**src/rtl/sr_gate_pkg.sv**
```systemverilog
package sr_gate_pkg;

    typedef enum logic [2:0] {
        ST_WAIT      = 3'd0,
        ST_DEBOUNCE  = 3'd1,
        ST_PROPAGATE = 3'd2,
        ST_DRIVE     = 3'd3,
        ST_BLOCKED   = 3'd4
    } sr_state_e;

endpackage

```
**src/rtl/sr_cond_meter.sv**
```systemverilog
module sr_cond_meter #(
    parameter int CNT_W   = 12,
    parameter int DEB_CYC = 15,
    parameter int THR_LF  = 375,
    parameter int THR_HF  = 190
) (
    input  logic             clk,
    input  logic             rst_n,
    input  logic             vds_low,
    input  logic             hf_mode,
    output logic [CNT_W-1:0] run_cnt,
    output logic [CNT_W-1:0] elapsed,
    output logic [CNT_W-1:0] last_dur,
    output logic             meas_valid,
    output logic             idle_q
);

    localparam logic [CNT_W-1:0] CNT_MAX  = '1;
    localparam logic [CNT_W-1:0] DEB_C    = CNT_W'(DEB_CYC);
    localparam logic [CNT_W-1:0] THR_LF_C = CNT_W'(THR_LF);
    localparam logic [CNT_W-1:0] THR_HF_C = CNT_W'(THR_HF);

    logic [CNT_W-1:0] thr_sel;

    // Count of cycles including the present sample, saturating
    always_comb begin
        if (!vds_low)
            elapsed = '0;
        else if (run_cnt == CNT_MAX)
            elapsed = CNT_MAX;
        else
            elapsed = run_cnt + 1'b1;
    end

    always_comb thr_sel = hf_mode ? THR_HF_C : THR_LF_C;

    always_ff @(posedge clk) begin
        if (!rst_n) begin
            run_cnt    <= '0;
            last_dur   <= '0;
            meas_valid <= 1'b0;
            idle_q     <= 1'b0;
        end else if (vds_low) begin
            run_cnt <= elapsed;
        end else begin
            run_cnt <= '0;
            if (run_cnt >= DEB_C) begin
                last_dur   <= run_cnt;
                meas_valid <= 1'b1;
                idle_q     <= (run_cnt < thr_sel);
            end
        end
    end

endmodule

```
**src/rtl/sr_offtime_calc.sv**
```systemverilog
module sr_offtime_calc #(
    parameter int CNT_W = 12
) (
    input  logic [CNT_W-1:0] last_dur,
    input  logic [CNT_W-1:0] dead_cyc,
    input  logic [CNT_W-1:0] shrink_cyc,
    output logic [CNT_W-1:0] off_at
);

    localparam int EXT_W = CNT_W + 2;

    logic [EXT_W-1:0] diff;

    always_comb begin
        diff = {2'b00, last_dur} - {2'b00, dead_cyc} - {2'b00, shrink_cyc};
        if (diff[EXT_W-1])
            off_at = '0;
        else
            off_at = diff[CNT_W-1:0];
    end

endmodule

```
**src/rtl/sr_gate_timer.sv**
```systemverilog
module sr_gate_timer
    import sr_gate_pkg::*;
#(
    parameter int CNT_W    = 12,
    parameter int DEB_CYC  = 15,
    parameter int PROP_CYC = 20,
    parameter int THR_LF   = 375,
    parameter int THR_HF   = 190
) (
    input  logic             clk,
    input  logic             rst_n,
    input  logic             vds_low,
    input  logic [CNT_W-1:0] dead_cyc,
    input  logic             hf_mode,
    input  logic [CNT_W-1:0] shrink_cyc,
    output logic             gate
);

    localparam logic [CNT_W-1:0] DEB_C  = CNT_W'(DEB_CYC);
    localparam logic [CNT_W-1:0] TON_C  = CNT_W'(DEB_CYC + PROP_CYC);

    sr_state_e        state_q, state_d;
    logic [CNT_W-1:0] run_cnt;
    logic [CNT_W-1:0] elapsed;
    logic [CNT_W-1:0] last_dur;
    logic [CNT_W-1:0] off_at;
    logic             meas_valid;
    logic             idle_q;
    logic             fire_ok;

    sr_cond_meter #(
        .CNT_W  (CNT_W),
        .DEB_CYC(DEB_CYC),
        .THR_LF (THR_LF),
        .THR_HF (THR_HF)
    ) meter_i (
        .clk       (clk),
        .rst_n     (rst_n),
        .vds_low   (vds_low),
        .hf_mode   (hf_mode),
        .run_cnt   (run_cnt),
        .elapsed   (elapsed),
        .last_dur  (last_dur),
        .meas_valid(meas_valid),
        .idle_q    (idle_q)
    );

    sr_offtime_calc #(
        .CNT_W(CNT_W)
    ) calc_i (
        .last_dur  (last_dur),
        .dead_cyc  (dead_cyc),
        .shrink_cyc(shrink_cyc),
        .off_at    (off_at)
    );

    always_comb fire_ok = meas_valid && !idle_q && (off_at > elapsed);

    // State register
    always_ff @(posedge clk) begin
        if (!rst_n)
            state_q <= ST_WAIT;
        else
            state_q <= state_d;
    end

    // Next-state logic
    always_comb begin
        state_d = state_q;
        unique case (state_q)
            ST_WAIT: begin
                if (vds_low)
                    state_d = ST_DEBOUNCE;
            end
            ST_DEBOUNCE: begin
                if (!vds_low)
                    state_d = ST_WAIT;
                else if (elapsed >= DEB_C)
                    state_d = ST_PROPAGATE;
            end
            ST_PROPAGATE: begin
                if (!vds_low)
                    state_d = ST_WAIT;
                else if (elapsed >= TON_C)
                    state_d = fire_ok ? ST_DRIVE : ST_BLOCKED;
            end
            ST_DRIVE: begin
                if (!vds_low)
                    state_d = ST_WAIT;
                else if (elapsed >= off_at)
                    state_d = ST_BLOCKED;
            end
            ST_BLOCKED: begin
                if (!vds_low)
                    state_d = ST_WAIT;
            end
            default: state_d = ST_WAIT;
        endcase
    end

    // Output decode
    always_comb gate = (state_q == ST_DRIVE);

endmodule

```
**config.mk**
```make
export PLATFORM = sky130hd
export DESIGN_NAME = sr_gate_timer
export DESIGN_NICKNAME = d
export VERILOG_FILES = /design/src/rtl/sr_gate_pkg.sv /design/src/rtl/sr_cond_meter.sv /design/src/rtl/sr_offtime_calc.sv /design/src/rtl/sr_gate_timer.sv
export SDC_FILE = /design/constraint.sdc
export NUM_CORES = 1
export LEC_CHECK = 0
export BUFFER_PORTS_ARGS = -buffer_cell sky130_fd_sc_hd__buf_4
export CORE_MARGIN = 2
export CORE_UTILIZATION = 53
export DETAILED_ROUTE_END_ITERATION = 8
export PLACE_DENSITY = 0.82
export SYNTH_ARGS = -nofsm -noshare
export SYNTH_HDL_FRONTEND = slang
export SYNTH_SLANG_ARGS = --single-unit
```
**constraint.sdc**
```tcl
create_clock -name clk -period 10.83 [get_ports clk]
set_input_delay 2.166 -clock clk [delete_from_list [all_inputs] [get_ports clk]]
set_output_delay 2.166 -clock clk [all_outputs]
set_load 0.02 [all_outputs]
```
Word-level counts from Yosys, hierarchy flattened

Cells that the tools add are included.

Logic and storage cells: 46
Register bits after elaboration: 29
Output and inout bits: 1
Input port bits: 28

Mux-type cells: 14
Equality and inequality tests: 10
Magnitude comparators: 6
Reduce and logical (&&, ||, !) cells: 7
$add $sub $neg: 3
Bitwise operators: 1

Operators with widths:

| operator                | count |
|---|---|
| $mux W12                | 3 |
| $mux W3                 | 9 |
| $ge A12 B4 Y1 const B   | 2 |
| $pmux W3 S5             | 1 |
| $sub A14 B12 Y14        | 1 |
| $sub A12 B12 Y13        | 1 |
| $add A12 B1 Y12 const B | 1 |
| $eq A12 B12 Y1 const B  | 1 |
| $ge A12 B12 Y1          | 1 |
| $ge A12 B6 Y1 const B   | 1 |
| $gt A12 B12 Y1          | 1 |
| $lt A12 B12 Y1          | 1 |
| $mux W9                 | 1 |
| $eq A3 B2 Y1 const B    | 2 |
| $ne A3 B3 Y1 const B    | 2 |
| $reduce_and A5 Y1       | 1 |
| $ne A2 B2 Y1 const B    | 2 |
| $reduce_and A2 Y1       | 2 |
| $eq A3 B1 Y1 const B    | 1 |
| $eq A3 B3 Y1 const B    | 1 |
| $logic_not A3 Y1        | 1 |
| $ne A3 B2 Y1 const B    | 1 |
| $logic_and A1 B1 Y1     | 2 |
| $logic_not A1 Y1        | 1 |
| $not A1 Y1              | 1 |

Depth between registers and ports, before layout

Gate-level depths: netlist of the first run.

Word-level depth: 9
Depth in mapped cells: 26
Mapped depth without buffers: 25

Cells and area by module

Synthesis of the first run repeated with hierarchy kept, for this count alone.

Cell total of the unflattened synthesis: 434
Area, all modules: 3,319.4 µm²

Modules (own cells, without submodules):

| module          | instances | sequential area each (µm²) | cells each | area each (µm²) |
|---|---|---|---|---|
| sr_offtime_calc | 1         | 0.0                        | 191        | 1,388.8 |
| sr_cond_meter   | 1         | 520.5                      | 155        | 1,275.0 |
| sr_gate_timer   | 1         | 60.1                       | 88         | 655.6 |

Worst setup path after synthesis of the first run

Ideal clock, no wire load.

Path kind: in2reg
Start: input dead_cyc[0]
End: register state_q[1]
Data arrival time: 6,670 ps
Slack: 4,088 ps
Stages: 23
Cell sequence: ha_1 inv_1 fa_1 a21o_1 a21o_1 a21o_1 or3_1 a31oi_1 xnor2_1 ha_1 nand2_1 a2111o_1 a211o_1 a21oi_1 buf_2 o31ai_1 ha_1 nand2_1 nor4_1 o211ai_1 a31oi_1 o41a_1 mux2i_1

Cells in the longest elaborated chain, start to end: 9
Elaborated cells on any way between the ends: 12
Classes of those cells: add/sub: 2; order compare: 2; eq/ne: 1; mux: 5; reduce/logical: 2

RTL lines:

| item                 | RTL line              | text |
|---|---|---|
| start, declared      | sr_gate_timer.sv:13   | `input logic [CNT_W-1:0] dead_cyc,` |
| $sub A12 B12 Y13 *   | sr_offtime_calc.sv:15 | `diff = {2'b00, last_dur} - {2'b00, dead_cyc} - {2'b00, shrink_cyc};` |
| $sub A14 B12 Y14 *   | sr_offtime_calc.sv:15 |  |
| $mux W12 *           | sr_offtime_calc.sv:16 | `if (diff[EXT_W-1])` |
| $gt A12 B12 Y1       | sr_gate_timer.sv:57   | `always_comb fire_ok = meas_valid && !idle_q && (off_at > elapsed);` |
| $logic_and A1 B1 Y1  | sr_gate_timer.sv:57   |  |
| $mux W3              | sr_gate_timer.sv:85   | `state_d = fire_ok ? ST_DRIVE : ST_BLOCKED;` |
| $mux W3              | sr_gate_timer.sv:84   | `else if (elapsed >= TON_C)` |
| $mux W3              | sr_gate_timer.sv:82   | `if (!vds_low)` |
| $pmux W3 S5          | sr_gate_timer.sv:70   | `unique case (state_q)` |
| end signal, assigned | sr_gate_timer.sv:64   | `state_q <= state_d;` |
| end, declared        | sr_gate_timer.sv:22   | `sr_state_e state_q, state_d;` |

Mark *: on every way between the ends. The rest lies on a longest branch, timed or not. The select of a mux whose other input is x is not followed.
A chain may end at the register's enable or synchronous reset.

Worst setup path in the final report of the first run

Ends and elaborated chain as after synthesis.

==> results of run 1 <==
-- cell usage after synthesis (all sizes together) (7+ instances only) --
library cell  instances
buf                  10
mux2i                17
nand2                23
dfxtp                29
o21ai                18
ha                   41
nor3                  7
nand3                10
a21oi                27
clkbuf                9
inv                  43
xnor2                15
nor2b                19
nor2                 29
o21a                  9
-- power by group through the flow --
stage / Combinational (W) / Sequential [W] / Clock [W]
floorplan: 0.0000662 / 0.000113 / 0
global placement: 0.0000788 / 0.000118 / 0
detailed placement: 0.0000817 / 0.000118 / 0
CTS: 0.0000825 / 0.000116 / 0.000100
global route: 0.0000935 / 0.000117 / 0.000106
finish: 0.0000829 / 0.000117 / 0.0000989
-- worst reg2reg max path: cells and delay by family (launching register included) --
kind                       cells  cell delay, ps
AOI/OAI and AO/OA             11            2900
adders and majority gates      4            1260
and+or+nand+nor                4             850
DFF                            1             310
muxes                          1             210
buffers and inverters          2             110
xor gates and xnor gates       1              90
-- flip-flops by register name (all words and copies together), names as in the netlist --
register and flops:
meter_i.idle_q 1, meter_i.last_dur 12, meter_i.meas_valid 1, state_q 3
meter_i.run_cnt 12
-- metal layers --
layer,vias to the layer above,track usage,wire length [microns]
met5,-,0,0
met4,0,0.0678,127
met3,17,0.0373,338
met2,99,0.408,3410
met1,1288,0.308,3240
li1,1433,-,-
-- path summary, 6_finish.rpt --
path | startpoint | end | slack (ps) | depth (start not counted)
worst max-delay path | dead_cyc[0] | state_q[1]$_SDFFE_PN0P_ | 3430 | 23
worst min-delay path | meter_i.idle_q$_SDFFE_PN0P_ | meter_i.idle_q$_SDFFE_PN0P_ | 500 | 2
worst max register to register | meter_i.last_dur[0]$_SDFFE_PN0P_ | state_q[1]$_SDFFE_PN0P_ | 5020 | 23
worst min register to register | meter_i.idle_q$_SDFFE_PN0P_ | meter_i.idle_q$_SDFFE_PN0P_ | 500 | 2
-- cell families after synthesis --
| logic type | Yosys count | synth area share |
|---|---|---|
| AO/OA/AOI/OAI | 95 | 0.206 |
| XOR/XNOR | 20 | 0.0597 |
| adder cells (fa/ha/maj) | 43 | 0.181 |
| buffers and inverters | 62 | 0.0821 |
| flip-flops | 29 | 0.190 |
| multiplexers | 17 | 0.0568 |
| AND/OR/NAND/NOR | 128 | 0.226 |
-- per-stage QoR --
stage,setup WS (ps),utilization,cells
after detailed placement,3210,0.591,475
final,3430,0.609,483
after floorplan,4090,-,394
after global placement,3470,0.591,475
after global routing,2920,0.609,483
after CTS,3480,0.609,483
-- final cells by class --
| class | count | area share |
|---|---|---|
| multi-input cells | 303 | 0.661 |
| flip-flops and latches | 29 | 0.172 |
| repair buffers | 28 | 0.0623 |
| inverters | 43 | 0.0478 |
| clock buffers | 7 | 0.0286 |
| well taps | 72 | 0.0267 |
| clock inverters | 1 | 0.00148 |
==> results.tsv, run 1 <==
metric	value	unit
status	complete, no violations	
die_w	80.0	microns
synth.area.top_cells	sky130_fd_sc_hd__dfxtp_1 (19%), sky130_fd_sc_hd__ha_1 (17%), sky130_fd_sc_hd__inv_1 (5.3%)	
postRouteAntennaNets	0	
syn_inst	394	
tritoncts.num_buffers	5	
seq_power_share	0.391	
drcViolationCount	0	
worst-setup-path-type	in2reg	
register_area	581	sq um
routed_via_density	5.87	
clock_insertion_delay_worst_skew	290	ps
dp_hpwl	5620	microns
p_sw_frac	0.308	
final.min_clock_period	7400	ps
syn-cell-area	3060	sq um
synth_top_area_frac	0.190	
timing.max_slew.rel_slack	0.255	
vias_in_the_first_global_route	2699	
crit_chain	buf_4 -> ha_1 -> inv_1 -> fa_1 -> a21o_1 -> a21o_1 -> a21o_1 -> or3_1 -> a31oi_1 -> xnor2_1 -> ha_1 -> nand2_1 -> a2111o_1 -> a211o_1 -> a21oi_1 -> o31ai_1 -> ha_1 -> nand2_1 -> nor4_1 -> o211ai_1 -> a31oi_1 -> o41a_1 -> mux2i_1	
clk_pin_slew	60	ps
worst_setup_path_start_kind	primary input	
post_placement_cell_area	3270	sq um
grt_setup_unrepaired	no	
place_congestion	0.906	
critPathMaxFanout	11	
report.final.hold_viol_count	0	
largest_voltage_drop_on_the_vdd_net	0.0797	mV
tritoncts	done	
floorplan.initialDensity	0.553	
ys_seq_area_frac	0.190	
multiInputGateArea	2230	sq um
tns	0	ps
p_comb_frac	0.278	
cts.repair.resized	0	
detail_route.first_pass.iterations	5	
diodes	0	
maxCapViolCount	0	
area_growth	10.2	%
post-synth-top-area-cell	sky130_fd_sc_hd__dfxtp_1	
power-per-cell-area	88.4	nW/um^2
drt-initial-drc-count	227	
worstPathRequired	11050	ps
cts-root-buf	sky130_fd_sc_hd__clkbuf_8	
min_path_type	reg2reg	
groute.usage.overall	0.238	
share_of_layout_cells_above_drive_strength_1	0.102	
most-common-layout-cells	sky130_fd_sc_hd__inv_1 (43), sky130_fd_sc_hd__ha_1 (41), sky130_fd_sc_hd__nor2_1 (29), sky130_fd_sc_hd__dfxtp_1 (29), sky130_fd_sc_hd__buf_4 (28)	
min_period_over_period	0.684	
skew	4.93	ps
placement.io_buffers	28	
grt_antenna_before_repair	0	
fin_nets	481	
yosys_most_used_dff	sky130_fd_sc_hd__dfxtp_1	
syn_area_per_cell	7.77	sq um
critical_path.endpoint_type	register	
slew_violations	0	
ctsHoldBuffers	0	
wl_per_cell	14.7	microns
total_power	0.000298	W
core_area	5540	sq um
postSynthRegisterBits	29	
net-switching-power	0.0000918	W
grt_first_pass_wirelength	12100	microns
yosys_warnings	0	
critPathSlowestCell	sky130_fd_sc_hd__a21oi_1	
grt_remaining_overflow	0	
fmaxAchievable	135	MHz
worst_path_largest_cell_delay	620	ps
htreeDepth	2	
worst_pin_slew	1110	ps
route.vias.total	2837	
grt_max_degree	22	
final_area	3370	sq um
design.die.area	6400	sq um
synth.lib_cells_used.distinct	57	
floorplan.die.height	80.0	microns
critPathTopFamily	compound AO/OA/AOI/OAI gates	
io_pins	29	
synthesized_net_count	465	
post-cts-setup-buffer-count	0	
clock_path_buffers	2	
fillerInstances	496	
setup_viol_count_final	0	
synth-edff-count	0	
internal_power	0.000207	W
clkSinkCount	29	
clkPwrFrac	0.331	
layout.cells.most_common	sky130_fd_sc_hd__inv_1	
rows	27	
synth-async-reset-ratio	0	
cellLeakagePower	1.49	nW
number_of_buffer_and_inverter_stages_on_the_critical_path	2	
timing.critical_path.arrival	7620	ps
hold-worst-slack	500	ps
routed_wirelength	7120	microns
(Power assumes the default switching activity.)
==> run 2, diff against run 1 <==
--- a/config.mk
+++ b/config.mk
@@ -5,6 +5,7 @@
 export SDC_FILE = /design/constraint.sdc
 export NUM_CORES = 1
 export LEC_CHECK = 0
+export ABC_AREA = 1
 export BUFFER_PORTS_ARGS = -buffer_cell sky130_fd_sc_hd__buf_4
 export CORE_MARGIN = 2
 export CORE_UTILIZATION = 53
==> constraint.sdc (replaced) <==
create_clock -name clk -period 7 [get_ports clk]
set_input_delay 1.4 -clock clk [delete_from_list [all_inputs] [get_ports clk]]
set_output_delay 1.4 -clock clk [all_outputs]
set_load 0.02 [all_outputs]
==> run 2 against run 1 <==
- critical path depth grew 6
- clock power rose by 42%
- final cell count up 15%
- via count increased by 5.6%
- highest routed layer unchanged
- largest cell class unchanged
- area after synthesis down 2.3%
- synthesized cell count is 15% higher
- sequential power rose by 56%
- non-clock buffer count increased by 1
- power is 62% higher
- wire length is 0.30% higher
==> results.tsv, run 2 <==
metric	value	unit	change
status	complete, no violations		
routed_via_density	5.39		-8.3%
min_path_type	reg2reg		
die_w	79.1	microns	-1.1%
clkPwrFrac	0.290		-0.041
io_pins	29		unchanged
placement.io_buffers	28		unchanged
final.min_clock_period	5620	ps	
yosys_warnings	0		unchanged
syn_area_per_cell	6.57	sq um	-15%
tns	0	ps	unchanged
worst_pin_slew	762	ps	-353 ps
net-switching-power	0.000166	W	+81%
fmaxAchievable	178	MHz	
groute.usage.overall	0.242		+0.00397
grt_remaining_overflow	0		unchanged
critPathMostFrequentCell	sky130_fd_sc_hd__nand2_1		
tritoncts.num_buffers	5		unchanged
yosysMostFrequentCell	sky130_fd_sc_hd__nand2_1		
place_congestion	0.962		+6.2%
layout.cells.most_common	sky130_fd_sc_hd__nand2_1		
tritoncts	done		
internal_power	0.000317	W	+54%
floorplan.die.height	79.1	microns	-1.1%
floorplan.initialDensity	0.546		-0.00621
postSynthRegisterBits	29		unchanged
maxCapViolCount	0		unchanged
drt-initial-drc-count	198		-13%
post-cts-setup-buffer-count	0		unchanged
pre_cts_ws	1110	ps	-2100 ps
grt_antenna_before_repair	0		unchanged
rr_startpoint	meter_i.last_dur[0]$_SDFFE_PN0P_		
crit_path_start	dead_cyc[0]		
p_sw_frac	0.343		+0.0357
clock_insertion_delay_worst_skew	280	ps	about the same
ys_seq_area_frac	0.194		+0.00452
skew	4.36	ps	-0.567 ps
postRouteAntennaNets	0		unchanged
fillerInstances	531		+7.1%
seq_power_share	0.379		-0.012
clk_pin_slew	60	ps	about the same
area_growth	11.8	%	
diodes	0		unchanged
worst_setup_path_start_kind	primary input		
timing.max_slew.rel_slack	0.492		+0.238
cts.repair.resized	0		unchanged
wl_per_cell	12.8	microns	-13%
grt_first_pass_wirelength	12200	microns	+0.97%
power-per-cell-area	145	nW/um^2	+64%
yosys_most_used_dff	sky130_fd_sc_hd__dfxtp_1		
cellLeakagePower	1.81	nW	+22%
worst-setup-path-type	in2reg		
worst_path_largest_cell_delay	400	ps	-220 ps
detail_route.first_pass.iterations	8		+3
synth-async-reset-ratio	0		unchanged
largest_voltage_drop_on_the_vdd_net	0.232	mV	+190%
most-common-layout-cells	sky130_fd_sc_hd__nand2_1 (85), sky130_fd_sc_hd__inv_1 (78), sky130_fd_sc_hd__a21oi_1 (47)		
reg_top3	meter_i.last_dur x12, meter_i.run_cnt x12, state_q x3		
critical_path.endpoint_type	register		
route.vias.total	2995		+5.6%
cts-root-buf	sky130_fd_sc_hd__clkbuf_8		
dp_hpwl	5780	microns	+3.0%
grt_setup_unrepaired	no		
total_power	0.000483	W	+62%
worstPathRequired	7220	ps	-3830 ps
hold_path.startpoint	meter_i.meas_valid$_SDFFE_PN0P_		
number_of_buffer_and_inverter_stages_on_the_critical_path	3		+1
min_period_over_period	0.803		
p_comb_frac	0.332		+0.054
vias_in_the_first_global_route	2783		+3.1%
syn_inst	455		+15%
report.final.hold_viol_count	0		unchanged
routed_wirelength	7140	microns	+0.30%
timing.critical_path.arrival	5840	ps	-1780 ps
drcViolationCount	0		unchanged
synth-edff-count	0		unchanged
htreeDepth	2		unchanged
synth.lib_cells_used.distinct	37		-35%
synth_top_area_frac	0.194		+0.00452
slew_violations	0		unchanged
critPathMaxFanout	6		-5
critPathTopFamily	simple AND/OR/NAND/NOR gates		
synth.area.top_cells	sky130_fd_sc_hd__dfxtp_1 (19%), sky130_fd_sc_hd__ha_1 (17%), sky130_fd_sc_hd__nand2_1 (11%)		
rows	27		unchanged
ctsHoldBuffers	0		unchanged
syn-cell-area	2990	sq um	-2.3%
clkSinkCount	29		unchanged
core_area	5470	sq um	-1.2%
setup_ws	1380	ps	-2050 ps
synth_common_cells	sky130_fd_sc_hd__nand2_1 (85), sky130_fd_sc_hd__inv_1 (78), sky130_fd_sc_hd__a21oi_1 (47), sky130_fd_sc_hd__ha_1 (41), sky130_fd_sc_hd__nor2_1 (38)		
critPathSlowestCell	sky130_fd_sc_hd__fa_1		
setup_viol_count_final	0		unchanged
share_of_layout_cells_above_drive_strength_1	0.124		+0.0218
grt_max_degree	20		-9.1%
post-synth-top-area-cell	sky130_fd_sc_hd__dfxtp_1		
design.die.area	6260	sq um	-2.2%
hold-worst-slack	461	ps	-39.3 ps
clock_path_buffers	2		unchanged
fin_nets	555		+15%
synthesized_net_count	526		+13%
## run 2: cell count changes after synthesis, moves of 16 or more
| cell | before | now |
|---|---|---|
| sky130_fd_sc_hd__nand2_1 | 23 | 85 |
| sky130_fd_sc_hd__inv_1 | 43 | 78 |
| sky130_fd_sc_hd__nand3_1 | 10 | 34 |
| sky130_fd_sc_hd__a21oi_1 | 27 | 47 |
| sky130_fd_sc_hd__nor2b_1 | 19 | 0 |
| sky130_fd_sc_hd__mux2i_1 | 16 | 0 |
## run 2: per-stage QoR
stage	cells	util	area [sq um]
after CTS	556	0.611	3340
after global routing	556	0.611	3340
after detailed placement	549	0.595	3260
final	556	0.611	3340
after global placement	549	0.595	3260
after floorplan	455	-	2990
## run 2: final cells by class
type | count | area [sq um] | share of cell area
sequential | 29 | 581 | 0.174
inverter | 81 | 304 | 0.0910
tap | 72 | 90.1 | 0.0270
clock buffer | 7 | 86.3 | 0.0258
multi-input combinational | 338 | 2060 | 0.617
timing repair buffer | 29 | 218 | 0.0651
## run 2: worst paths after layout
check | to | slack, ps | cells after the start
worst min-delay path | meter_i.meas_valid$_SDFFE_PN0P_ | 460 | 2
worst max-delay path | state_q[0]$_SDFFE_PN0P_ | 1380 | 29
worst max register to register | state_q[0]$_SDFFE_PN0P_ | 2230 | 29
worst min register to register | meter_i.meas_valid$_SDFFE_PN0P_ | 460 | 2
## run 2: layer usage
metal	vias up	wire, microns	GRT usage
met5	-	0	0
met4	0	95	0.0552
met3	15	328	0.0352
met1	1351	3330	0.318
li1	1551	-	-
met2	78	3380	0.419
## run 2: cells by family (layout without fill, tap and decap cells)
family,after synthesis,in the layout,synth area share
buffers and inverters,88,117,0.116
XOR/XNOR,14,14,0.0410
AND/OR/NAND/NOR,200,200,0.315
flip-flops,29,29,0.194
adder cells (fa/ha/maj),43,43,0.185
AO/OA/AOI/OAI,81,81,0.149
## run 2: power groups by stage
stage | Clock [W] | Sequential, W | Combinational [W]
global placement | 0 | 0.000186 | 0.000151
CTS | 0.000142 | 0.000183 | 0.000159
floorplan | 0 | 0.000184 | 0.000120
detailed placement | 0 | 0.000186 | 0.000157
finish | 0.000140 | 0.000183 | 0.000160
global route | 0.000148 | 0.000184 | 0.000182
## run 2: worst min-delay path, delay by kind of cell, from the launching register on
| family | cells | cell delay [ps] |
|---|---|---|
| flops | 1 | 300 |
| buf+inv | 1 | 60 |
| compound gates | 1 | 60 |
